**config.mk**
```make
export PLATFORM = sky130hd
export DESIGN_NAME = ara_responder
export DESIGN_NICKNAME = d
export VERILOG_FILES = /design/src/rtl/ara_pkg.sv /design/src/rtl/ara_bus_cond.sv /design/src/rtl/ara_addr_rx.sv /design/src/rtl/ara_fsm.sv /design/src/rtl/ara_responder.sv
export SDC_FILE = /design/constraint.sdc
export NUM_CORES = 1
export LEC_CHECK = 0
export BUFFER_PORTS_ARGS = -buffer_cell sky130_fd_sc_hd__buf_4
export CAP_MARGIN = 20
export CORE_MARGIN = 2
export CORE_UTILIZATION = 50
export DETAILED_ROUTE_END_ITERATION = 10
export GPL_ROUTABILITY_DRIVEN = 0
export HOLD_SLACK_MARGIN = 0.1
export PLACE_DENSITY = 0.84
export SLEW_MARGIN = 20
export SYNTH_ARGS = -nofsm -noshare
export SYNTH_HDL_FRONTEND = slang
export SYNTH_SLANG_ARGS = --single-unit
```
**constraint.sdc**
```tcl
create_clock -name clk -period 1.8 [get_ports clk]
set_clock_uncertainty 0.1 [all_clocks]
set_input_delay 0.18 -clock clk [delete_from_list [all_inputs] [get_ports clk]]
set_output_delay 0.18 -clock clk [all_outputs]
set_load 0.05 [all_outputs]
```
**src/rtl/ara_pkg.sv**
```systemverilog
package ara_pkg;
  typedef enum logic [2:0] {
    ST_IDLE,
    ST_ADDR,
    ST_ACK,
    ST_SEND,
    ST_MACK,
    ST_DONE
  } ara_state_t;
endpackage

```
**src/rtl/ara_bus_cond.sv**
```systemverilog
module ara_bus_cond (
  input  logic clk,
  input  logic rst,
  input  logic scl,
  input  logic sda,
  output logic scl_rise,
  output logic scl_fall,
  output logic start_det,
  output logic stop_det
);
  logic scl_q;
  logic sda_q;

  always_ff @(posedge clk) begin
    if (rst) begin
      scl_q <= 1'b1;
      sda_q <= 1'b1;
    end else begin
      scl_q <= scl;
      sda_q <= sda;
    end
  end

  assign scl_rise  = scl & ~scl_q;
  assign scl_fall  = ~scl & scl_q;
  assign start_det = scl & scl_q & sda_q & ~sda;
  assign stop_det  = scl & scl_q & ~sda_q & sda;
endmodule

```
**src/rtl/ara_addr_rx.sv**
```systemverilog
module ara_addr_rx #(
  parameter int ADDR_W = 7,
  parameter logic [ADDR_W-1:0] ARA_ADDR = 7'h0C
) (
  input  logic clk,
  input  logic rst,
  input  logic clear,
  input  logic enable,
  input  logic scl_rise,
  input  logic sda,
  output logic byte_done,
  output logic ara_hit
);
  localparam int BYTE_W = ADDR_W + 1;
  localparam int CNT_W  = $clog2(BYTE_W + 1);

  logic [ADDR_W-1:0] shreg;
  logic [CNT_W-1:0]  cnt;

  always_ff @(posedge clk) begin
    if (rst || clear) begin
      cnt   <= '0;
      shreg <= '0;
    end else if (enable && scl_rise) begin
      shreg <= {shreg[ADDR_W-2:0], sda};
      cnt   <= cnt + 1'b1;
    end
  end

  assign byte_done = enable && scl_rise && (cnt == CNT_W'(BYTE_W - 1));
  assign ara_hit   = ({shreg, sda} == {ARA_ADDR, 1'b1});
endmodule

```
**src/rtl/ara_fsm.sv**
```systemverilog
module ara_fsm
  import ara_pkg::*;
#(
  parameter int ADDR_W = 7
) (
  input  logic              clk,
  input  logic              rst,
  input  logic              scl_rise,
  input  logic              scl_fall,
  input  logic              start_det,
  input  logic              stop_det,
  input  logic              sda,
  input  logic              byte_done,
  input  logic              ara_hit,
  input  logic              alert_pending,
  input  logic [ADDR_W-1:0] own_addr,
  output ara_state_t        state,
  output logic              sda_pull,
  output logic              alert_cleared
);
  localparam int BYTE_W = ADDR_W + 1;
  localparam int CNT_W  = $clog2(BYTE_W + 1);

  logic [BYTE_W-1:0] tx;
  logic [CNT_W-1:0]  bcnt;
  logic              lost;

  always_ff @(posedge clk) begin
    if (rst) begin
      state         <= ST_IDLE;
      sda_pull      <= 1'b0;
      alert_cleared <= 1'b0;
      lost          <= 1'b0;
      bcnt          <= '0;
      tx            <= '0;
    end else begin
      alert_cleared <= 1'b0;
      if (stop_det) begin
        state    <= ST_IDLE;
        sda_pull <= 1'b0;
      end else if (start_det) begin
        state    <= ST_ADDR;
        sda_pull <= 1'b0;
        lost     <= 1'b0;
      end else begin
        case (state)
          ST_ADDR: begin
            if (byte_done) begin
              state <= (ara_hit && alert_pending) ? ST_ACK : ST_DONE;
              tx    <= {own_addr, 1'b0};
              bcnt  <= '0;
            end
          end
          ST_ACK: begin
            if (scl_fall) begin
              if (!sda_pull) begin
                sda_pull <= 1'b1;
              end else begin
                sda_pull <= ~tx[BYTE_W-1];
                state    <= ST_SEND;
              end
            end
          end
          ST_SEND: begin
            if (scl_rise) begin
              bcnt <= bcnt + 1'b1;
              if (!sda_pull && !sda) lost <= 1'b1;
            end else if (scl_fall) begin
              if (bcnt == CNT_W'(BYTE_W)) begin
                sda_pull <= 1'b0;
                state    <= ST_MACK;
              end else begin
                tx       <= tx << 1;
                sda_pull <= ~lost & ~tx[BYTE_W-2];
              end
            end
          end
          ST_MACK: begin
            if (scl_rise) begin
              alert_cleared <= ~lost;
              state         <= ST_DONE;
            end
          end
          default: ;
        endcase
      end
    end
  end

  assert_idle_release_R1: assert property (@(posedge clk) disable iff (rst)
    (state == ST_IDLE) |-> !sda_pull);
  assert_pending_gate_R4: assert property (@(posedge clk) disable iff (rst)
    (state == ST_ADDR && byte_done && !alert_pending && !start_det && !stop_det)
      |=> (state == ST_DONE));
  assert_lost_quiet_R6: assert property (@(posedge clk) disable iff (rst)
    lost |-> !sda_pull);
  assert_single_pulse_R7: assert property (@(posedge clk) disable iff (rst)
    alert_cleared |=> !alert_cleared);
  assert_pulse_won_R7: assert property (@(posedge clk) disable iff (rst)
    alert_cleared |-> !lost);
  assert_stop_idle_R8: assert property (@(posedge clk) disable iff (rst)
    stop_det |=> (state == ST_IDLE && !sda_pull));
endmodule

```
**src/rtl/ara_responder.sv**
```systemverilog
module ara_responder
  import ara_pkg::*;
#(
  parameter int ADDR_W = 7,
  parameter logic [ADDR_W-1:0] ARA_ADDR = 7'h0C
) (
  input  logic              clk,
  input  logic              rst,
  input  logic              scl_in,
  input  logic              sda_in,
  input  logic              alert_pending,
  input  logic [ADDR_W-1:0] own_addr,
  output logic              sda_pull,
  output logic              alert_cleared
);
  logic       scl_rise, scl_fall, start_det, stop_det;
  logic       byte_done, ara_hit;
  ara_state_t state;

  ara_bus_cond i_cond (
    .clk(clk), .rst(rst), .scl(scl_in), .sda(sda_in),
    .scl_rise(scl_rise), .scl_fall(scl_fall),
    .start_det(start_det), .stop_det(stop_det)
  );

  ara_addr_rx #(.ADDR_W(ADDR_W), .ARA_ADDR(ARA_ADDR)) i_rx (
    .clk(clk), .rst(rst), .clear(start_det),
    .enable(state == ST_ADDR), .scl_rise(scl_rise), .sda(sda_in),
    .byte_done(byte_done), .ara_hit(ara_hit)
  );

  ara_fsm #(.ADDR_W(ADDR_W)) i_fsm (
    .clk(clk), .rst(rst), .scl_rise(scl_rise), .scl_fall(scl_fall),
    .start_det(start_det), .stop_det(stop_det), .sda(sda_in),
    .byte_done(byte_done), .ara_hit(ara_hit),
    .alert_pending(alert_pending), .own_addr(own_addr),
    .state(state), .sda_pull(sda_pull), .alert_cleared(alert_cleared)
  );

  assert_start_addr_R8: assert property (@(posedge clk) disable iff (rst)
    (start_det && !stop_det) |=> (state == ST_ADDR && !sda_pull));
endmodule

```
==> results of run 1 <==
[worst reg2reg max path, cell delays in order, from the launching register on]
cell     delay (ns)
dfxtp_1        0.34
or3b_4         0.41
o31ai_4        0.32
o21a_1         0.25
o211a_1        0.18
nor3_1         0.05
[sequential cells by signal, summed over array words and instances, names as in the netlist]
register and count:
i_rx.shreg 7, i_cond.scl_q 1, i_rx.cnt 4, i_fsm.sda_pull 1, i_fsm.alert_cleared 1, i_fsm.state 3
i_fsm.tx 7, i_fsm.bcnt 4, i_fsm.lost 1, i_cond.sda_q 1
[what timing repair did]
item,4_1_cts,5_1_grt
hold buffers,9,0
resized for setup,0,7
gates cloned,0,0
setup endpoints to repair,1,11
endpoints found under the hold margin,15,0
pin swaps,1,6
buffers inserted,0,3
[area by class of cell]
cell class | instances | area [µm²]
clock buffers | 5 | 37.5
clock inverters | 3 | 45.0
fillers | 203 | 876
inverters | 4 | 15.0
multi-input cells | 130 | 887
flip-flops and latches | 30 | 602
well taps | 31 | 38.8
repair buffers | 37 | 304
[where the power goes]
group          internal (mW)  switching (mW)
clock network          0.291           0.256
registers              0.679          0.0128
logic                  0.101          0.0962
[cells in the mapped netlist, types with 2 or more instances]
library cell,count
or2_2,2
nand3_1,4
nor3_1,5
nor2_1,14
a31oi_1,3
a21oi_1,15
ha_1,3
mux2_2,6
a211oi_1,2
buf_2,3
o21ai_0,3
o21a_1,3
inv_1,4
xor2_1,2
mux2i_1,7
nor4_1,3
nor2b_1,2
nand2_1,21
and2_1,2
clkbuf_1,4
nand2b_1,4
dfxtp_1,30
nor3b_1,3
[cells by family after synthesis]
family	after synthesis
AOI/OAI and AO/OA	41
xor gates and xnor gates	3
adders and majority gates	3
buffers and inverters	13
DFF	30
muxes	13
and+or+nand+nor	70
[worst paths after layout]
path / end / slack (ns)
max: i_fsm.bcnt[2] / 0.04
min: i_fsm.tx[5] / 0.11
max reg2reg: i_fsm.bcnt[2] / 0.04
min reg2reg: i_rx.shreg[6] / 0.37
[layer usage]
layer | part of all wire (%) | routed length (µm)
met1 | 44 | 1610
met2 | 48 | 1790
met3 | 5.6 | 208
met4 | 2.1 | 76
met5 | 0 | 0
[placed cells by master, fill, tap and decap left out, types with 2 or more instances in the layout]
cell | netlist | layout
a211oi_1 | 2 | 2
a21oi_1 | 15 | 15
a31oi_1 | 3 | 2
and2_1 | 2 | 2
buf_4 | 0 | 27
clkbuf_4 | 0 | 5
clkinvlp_4 | 0 | 2
dfxtp_1 | 30 | 29
dlygate4sd3_1 | 0 | 9
ha_1 | 3 | 3
inv_1 | 4 | 4
mux2_2 | 6 | 6
mux2i_1 | 7 | 7
nand2_1 | 21 | 21
nand2b_1 | 4 | 4
nand3_1 | 4 | 4
nor2_1 | 14 | 14
nor2b_1 | 2 | 2
nor3_1 | 5 | 5
nor3b_1 | 3 | 2
nor3b_2 | 1 | 2
nor4_1 | 3 | 3
o21a_1 | 3 | 3
o21ai_0 | 3 | 3
or2_2 | 2 | 2
xor2_1 | 2 | 2
[stage by stage]
| stage | setup slack, ns | cell area (µm²) |
|---|---|---|
| 3_3_place_gp | 0.0886 | 1700 |
| 4_1_cts | 0.0290 | 1870 |
| 2_1_floorplan | 0.0391 | 1510 |
| 5_1_grt | -0.0492 | 1930 |
| 3_5_place_dp | -0.00749 | 1700 |
| 6_report | 0.0447 | 1930 |
==> results by group, run 1 <==
Drt
  • TritonRoute pass-1 iters: 4
  • Drt drc: 0
  • Final WL: between 3 and 4 mm
  • Post-route ant nets: 0
  • Initial DRC count: between 50 and 60
  • Routed WL per cell: about 15 µm
  • Via density per instance: 5.88
  • Via Count: ~1400

STA
  • RSZ-0062 raised after global routing: true
  • Setup tns final: 0 ns
  • Rel. slew slack: 77.3%
  • Final period util: between 90 and 100%
  • Slew @ Worst Pin: 0.340 ns
  • FMAX: 0.570 GHz
  • Final Critical Period: roughly 1.8 ns
  • Min Hold Slack: 0.114 ns
  • Final Slew Violations: 0
  • Hold Violations, Final: 0
  • Final setup violation count: 0

Die
  • Die Wd: ~59 µm
  • Die area: between 3000 and 4000 µm²
  • Area of the core: roughly 2800 µm²
  • Core Rows: 19
  • Ports: 14
  • Die height: between 50 and 60 µm
  • Initial core utilization: between 50% and 60%

Yosys
  • Synth Area in XOR/XNOR: around 1.7%
  • Synthesized area: approximately 1500 µm²
  • Post-synthesis sequential area ratio: 39.7%
  • Ranking of synthesized cells by area: dfxtp_1 (40%), nand2_1 (5.2%), a21oi_1 (5.0%), mux2i_1 (4.6%), mux2_2 (4.5%)
  • Synth top area share: slightly below 40%
  • Compound-Gate Fraction of Synth Area: a little under a fifth
  • Synth Area in Adders: around 2.5%
  • Syn_area_per_cell: 8.75 µm²
  • Syn. warnings: 0
  • Post-synth cell types: 51
  • Largest family of logic cells by synthesized area: simple AND/OR/NAND/NOR gates
  • Mux contribution to synthesized area: under 10%
  • Synth area leader: dfxtp_1
  • Synth Area in Simple Gates: approximately a quarter
  • Dominant synthesized flop cell: dfxtp_1
  • Post-Syn Nets: 188
  • Gate Count Post-Synth: 173
  • Async SR Flop Fraction: 0%
  • Flops & latches, synth: 30
  • Number of synthesized flops with an enable pin: 0

CTS
  • Clk_lat worst skew: 0.34 ns
  • CTS tree: built
  • CTS max path bufs: 2
  • Clk sinks: 30
  • Reg clk slew, reported paths: approximately 0.10 ns
  • Number of buffers created by CTS: 5
  • CTS root buf: clkbuf_4
  • H-tree Lvls: 2

Cells and area
  • Final Util: between 60 and 70%
  • NumNets Final: roughly 220
  • Diode count: 0
  • Non-Filler Instances: 240
  • Fraction of layout cells with a size suffix above 1: between 20% and 30%
  • Layout Area Growth over Synthesis: 27.4%

Status
  • Outcome: finished clean

Global route
  • First-pass GRT wire length: just under 6 mm
  • Met2 GRT Util: around two fifths
  • Met3 GRT Util: under 10%
  • Total global routing overflow: 0
  • Global Route Usage Sum: between 20 and 25%
  • Most used routing layer: met2
  • Number of global-route vias before repair: roughly 1300
  • Met1 global-route usage: ~28%
  • Largest net degree at the start of global routing: 17
  • Initial antenna violation count: 0

Critical path
  • CP Buf/Inv Count: 2
  • CP Max Fanout: 8
  • CP Capture Type: register
  • CP Data Arrival Time: between 1.5 and 2 ns
  • Number of gates on the worst path with buffers counted: 7
  • Crit path from: sda_in
  • Top delay family on crit path: buffers and inverters
  • Worst flop-to-flop path startpoint: i_fsm.state[1]
  • Setup CP Type: input pin to register
  • WP data required: around 2.0 ns
  • Highest-delay cell along the critical path: dlygate4sd3_1
  • Cells along the critical path: dlygate4sd3_1, buf_4, xor2_1, a31oi_4, o21a_1, o211a_1, nor3_1
  • Crit-path max cell delay: approximately 0.54 ns
  • Critical path startpoint category: input pin
  • Reg2Reg Depth: 5

Min path
  • Hold path startpoint: own_addr[4]
  • Hold Path Cell Cnt: 4
  • Worst min path class: input pin to register

Pwr
  • VDD IR-drop max: between 500 and 600 µV
  • Pwr Density: 745 nW/µm²
  • P_leak: between 0.7 and 0.8 nW
  • Pwr Total: about 1.4 mW

Placed design
  • Post-DP HPWL: approximately 2.4 mm
  • Port buffer count: 13
  • DP Cell Count: 220

Job
  • Max Cap Violations: 0
(Power assumes the default switching activity.)
==> run 2: changes to the inputs <==
--- a/config.mk
+++ b/config.mk
@@ -7,12 +7,13 @@
 export LEC_CHECK = 0
 export BUFFER_PORTS_ARGS = -buffer_cell sky130_fd_sc_hd__buf_4
 export CAP_MARGIN = 20
+export CORE_ASPECT_RATIO = 2
 export CORE_MARGIN = 2
 export CORE_UTILIZATION = 50
 export DETAILED_ROUTE_END_ITERATION = 10
 export GPL_ROUTABILITY_DRIVEN = 0
 export HOLD_SLACK_MARGIN = 0.1
-export PLACE_DENSITY = 0.84
+export PLACE_DENSITY = 0.81
 export SLEW_MARGIN = 20
 export SYNTH_ARGS = -nofsm -noshare
 export SYNTH_HDL_FRONTEND = slang
==> results by group, run 2 (synthesized netlist as in run 1, its figures left out) <==
Status
  • Outcome: finished clean

Global route
  • Global Route Usage Sum: between 20 and 25%
  • First-pass GRT wire length: around 5.8 mm
  • Total global routing overflow: 0
  • Largest net degree at the start of global routing: 17
  • Number of global-route vias before repair: approximately 1400
  • Initial antenna violation count: 0

Drt
  • Drt drc: 0
  • Post-route ant nets: 0
  • WL met2: around 2.0 mm
  • Final WL: 3.63 mm
  • M1 WL: roughly 1.3 mm
  • Met3 routed WL: 92 µm
  • Uppermost routed layer: met4
  • TritonRoute pass-1 iters: 4
  • Via density per instance: ~6
  • Initial DRC count: 32
  • Via Count: around 1400
  • Routed WL per cell: ~16 µm

CTS
  • Clk_lat worst skew: between 0.2 and 0.3 ns
  • Number of buffers created by CTS: 5
  • H-tree Lvls: 2
  • CTS max path bufs: 2
  • Reg clk slew, reported paths: around 0.070 ns
  • CTS tree: built
  • Clk sinks: 30
  • CTS root buf: clkbuf_8

Critical path
  • Number of gates on the worst path with buffers counted: 5
  • Setup CP Type: register to register
  • Top delay family on crit path: compound AO/OA/AOI/OAI gates
  • CP Buf/Inv Count: 0
  • Critical path startpoint category: register
  • CP Capture Type: register
  • WP data required: 1.88 ns
  • CP Data Arrival Time: between 1.5 and 2 ns
  • Cells along the critical path: or3b_4, o31ai_4, o21a_1, a2bb2oi_1, nor2_1
  • Highest-delay cell along the critical path: or3b_4
  • Reg2Reg Depth: 5
  • CP Max Fanout: 5
  • Crit-path max cell delay: between 0.4 and 0.5 ns

STA
  • Final period util: a little over nine tenths
  • Setup tns final: 0 ns
  • RSZ-0062 raised after global routing: true
  • Slew @ Worst Pin: around 0.53 ns
  • Final Slew Violations: 0
  • Final setup violation count: 0
  • Hold Violations, Final: 0
  • FMAX: roughly 0.57 GHz
  • Rel. slew slack: ~64%
  • Final Critical Period: ~1.8 ns

Pwr
  • Psw: about 0.35 mW
  • Internal: about 1.1 mW
  • Sequential power share: 48.8%
  • Pwr Density: 772 nW/µm²
  • P_leak: between 0.7 and 0.8 nW
  • Logic pwr share: between 10% and 20%
  • VDD IR-drop max: 690 µV
  • Switching share of power: 24.6%
  • Clock share of power: between 30% and 40%

Placed design
  • Post-DP HPWL: roughly 2.6 mm
  • Port buffer count: 13

Cells and area
  • Commonest non-fill, non-tap cell in the layout: dfxtp_1
  • Largest regs: i_fsm.tx (7), i_rx.shreg (7)
  • NumNets Final: between 200 and 250
  • Commonest non-fill, non-tap cells in the layout: dfxtp_1 (28), buf_4 (26), nand2_1 (21), a21oi_1 (15), nor2_1 (14)
  • Layout Area Growth over Synthesis: 22.0%
  • Fraction of layout cells with a size suffix above 1: about 26%
  • Diode count: 0
  • Final Util: between 60 and 70%

Die
  • Initial core utilization: a little over half
  • Die Wd: 42.9 µm
  • Die height: 81.8 µm
  • Die area: ~3500 µm²
  • Area of the core: around 2900 µm²
  • Ports: 14
  • Core Rows: 28

Min path
  • Worst min path class: input pin to register
  • Hold Path Cell Cnt: 3

Job
  • Max Cap Violations: 0
-- run 2: cell types whose count changed in the layout (fill, tap and decap cells not counted), moves of 2 or more --
cell	delta
clkinvlp_4	-2
clkbuf_8	+6
dlygate4sd3_1	-6
clkbuf_4	-5
-- run 2: per-stage QoR --
stage | hold slack (ns) | cells | setup slack, ns | area [µm²] | total power, mW
final | 0.167 | 231 | 0.0331 | 1850 | 1.43
after global routing | 0.170 | 231 | -0.0276 | 1850 | 1.47
after CTS | 0.158 | 230 | 0.0207 | 1820 | 1.42
after detailed placement | 0.351 | 219 | 0.0389 | 1690 | 0.866
after global placement | 0.342 | 219 | 0.0915 | 1690 | 0.859
after floorplan | 0.152 | 173 | 0.0391 | 1510 | 0.814
-- run 2: layer usage --
layer / GRT usage, % / vias up
met5: 0 / -
met4: 19.1 / 0
met3: 5.05 / 14
met2: 38.8 / 28
met1: 20.8 / 674
li1: - / 670
-- run 2: power by group through the flow --
stage	sequential, mW	clock [mW]	combinational (mW)
after floorplan	0.700	0	0.114
after global placement	0.708	0	0.152
after detailed placement	0.709	0	0.157
after CTS	0.694	0.565	0.163
after global routing	0.698	0.583	0.184
final	0.696	0.558	0.172
-- run 2: final timing paths --
check | startpoint | to | slack, ns
setup / recovery | i_fsm.state[1] | i_fsm.bcnt[1] | 0.03
hold / removal | sda_in | i_fsm.state[0] | 0.17
setup reg to reg | i_fsm.state[1] | i_fsm.bcnt[1] | 0.03
hold reg to reg | i_rx.shreg[6] | i_rx.shreg[6] | 0.36
-- run 2: final cells by class --
class	count	area, µm²
fillers	246	1060
multi-input cells	130	875
flip-flops and latches	30	603
repair buffers	29	225
clock buffers	7	86.3
well taps	30	37.5
inverters	4	15.0
clock inverters	1	5.00
-- run 2: timing repair --
| item | in CTS | in global routing |
|---|---|---|
| hold buffers | 3 | 0 |
| buffers inserted | 0 | 1 |
| resized for setup | 0 | 6 |
| setup endpoints to repair | 0 | 11 |
| hold endpoints to repair | 9 | 0 |
-- run 2: worst reg2reg max path, stage by stage, from the launching register on --
cell	delay [ns]
dfxtp_1	0.33
or3b_4	0.43
o31ai_4	0.33
o21a_1	0.24
a2bb2oi_1	0.19
nor2_1	0.05
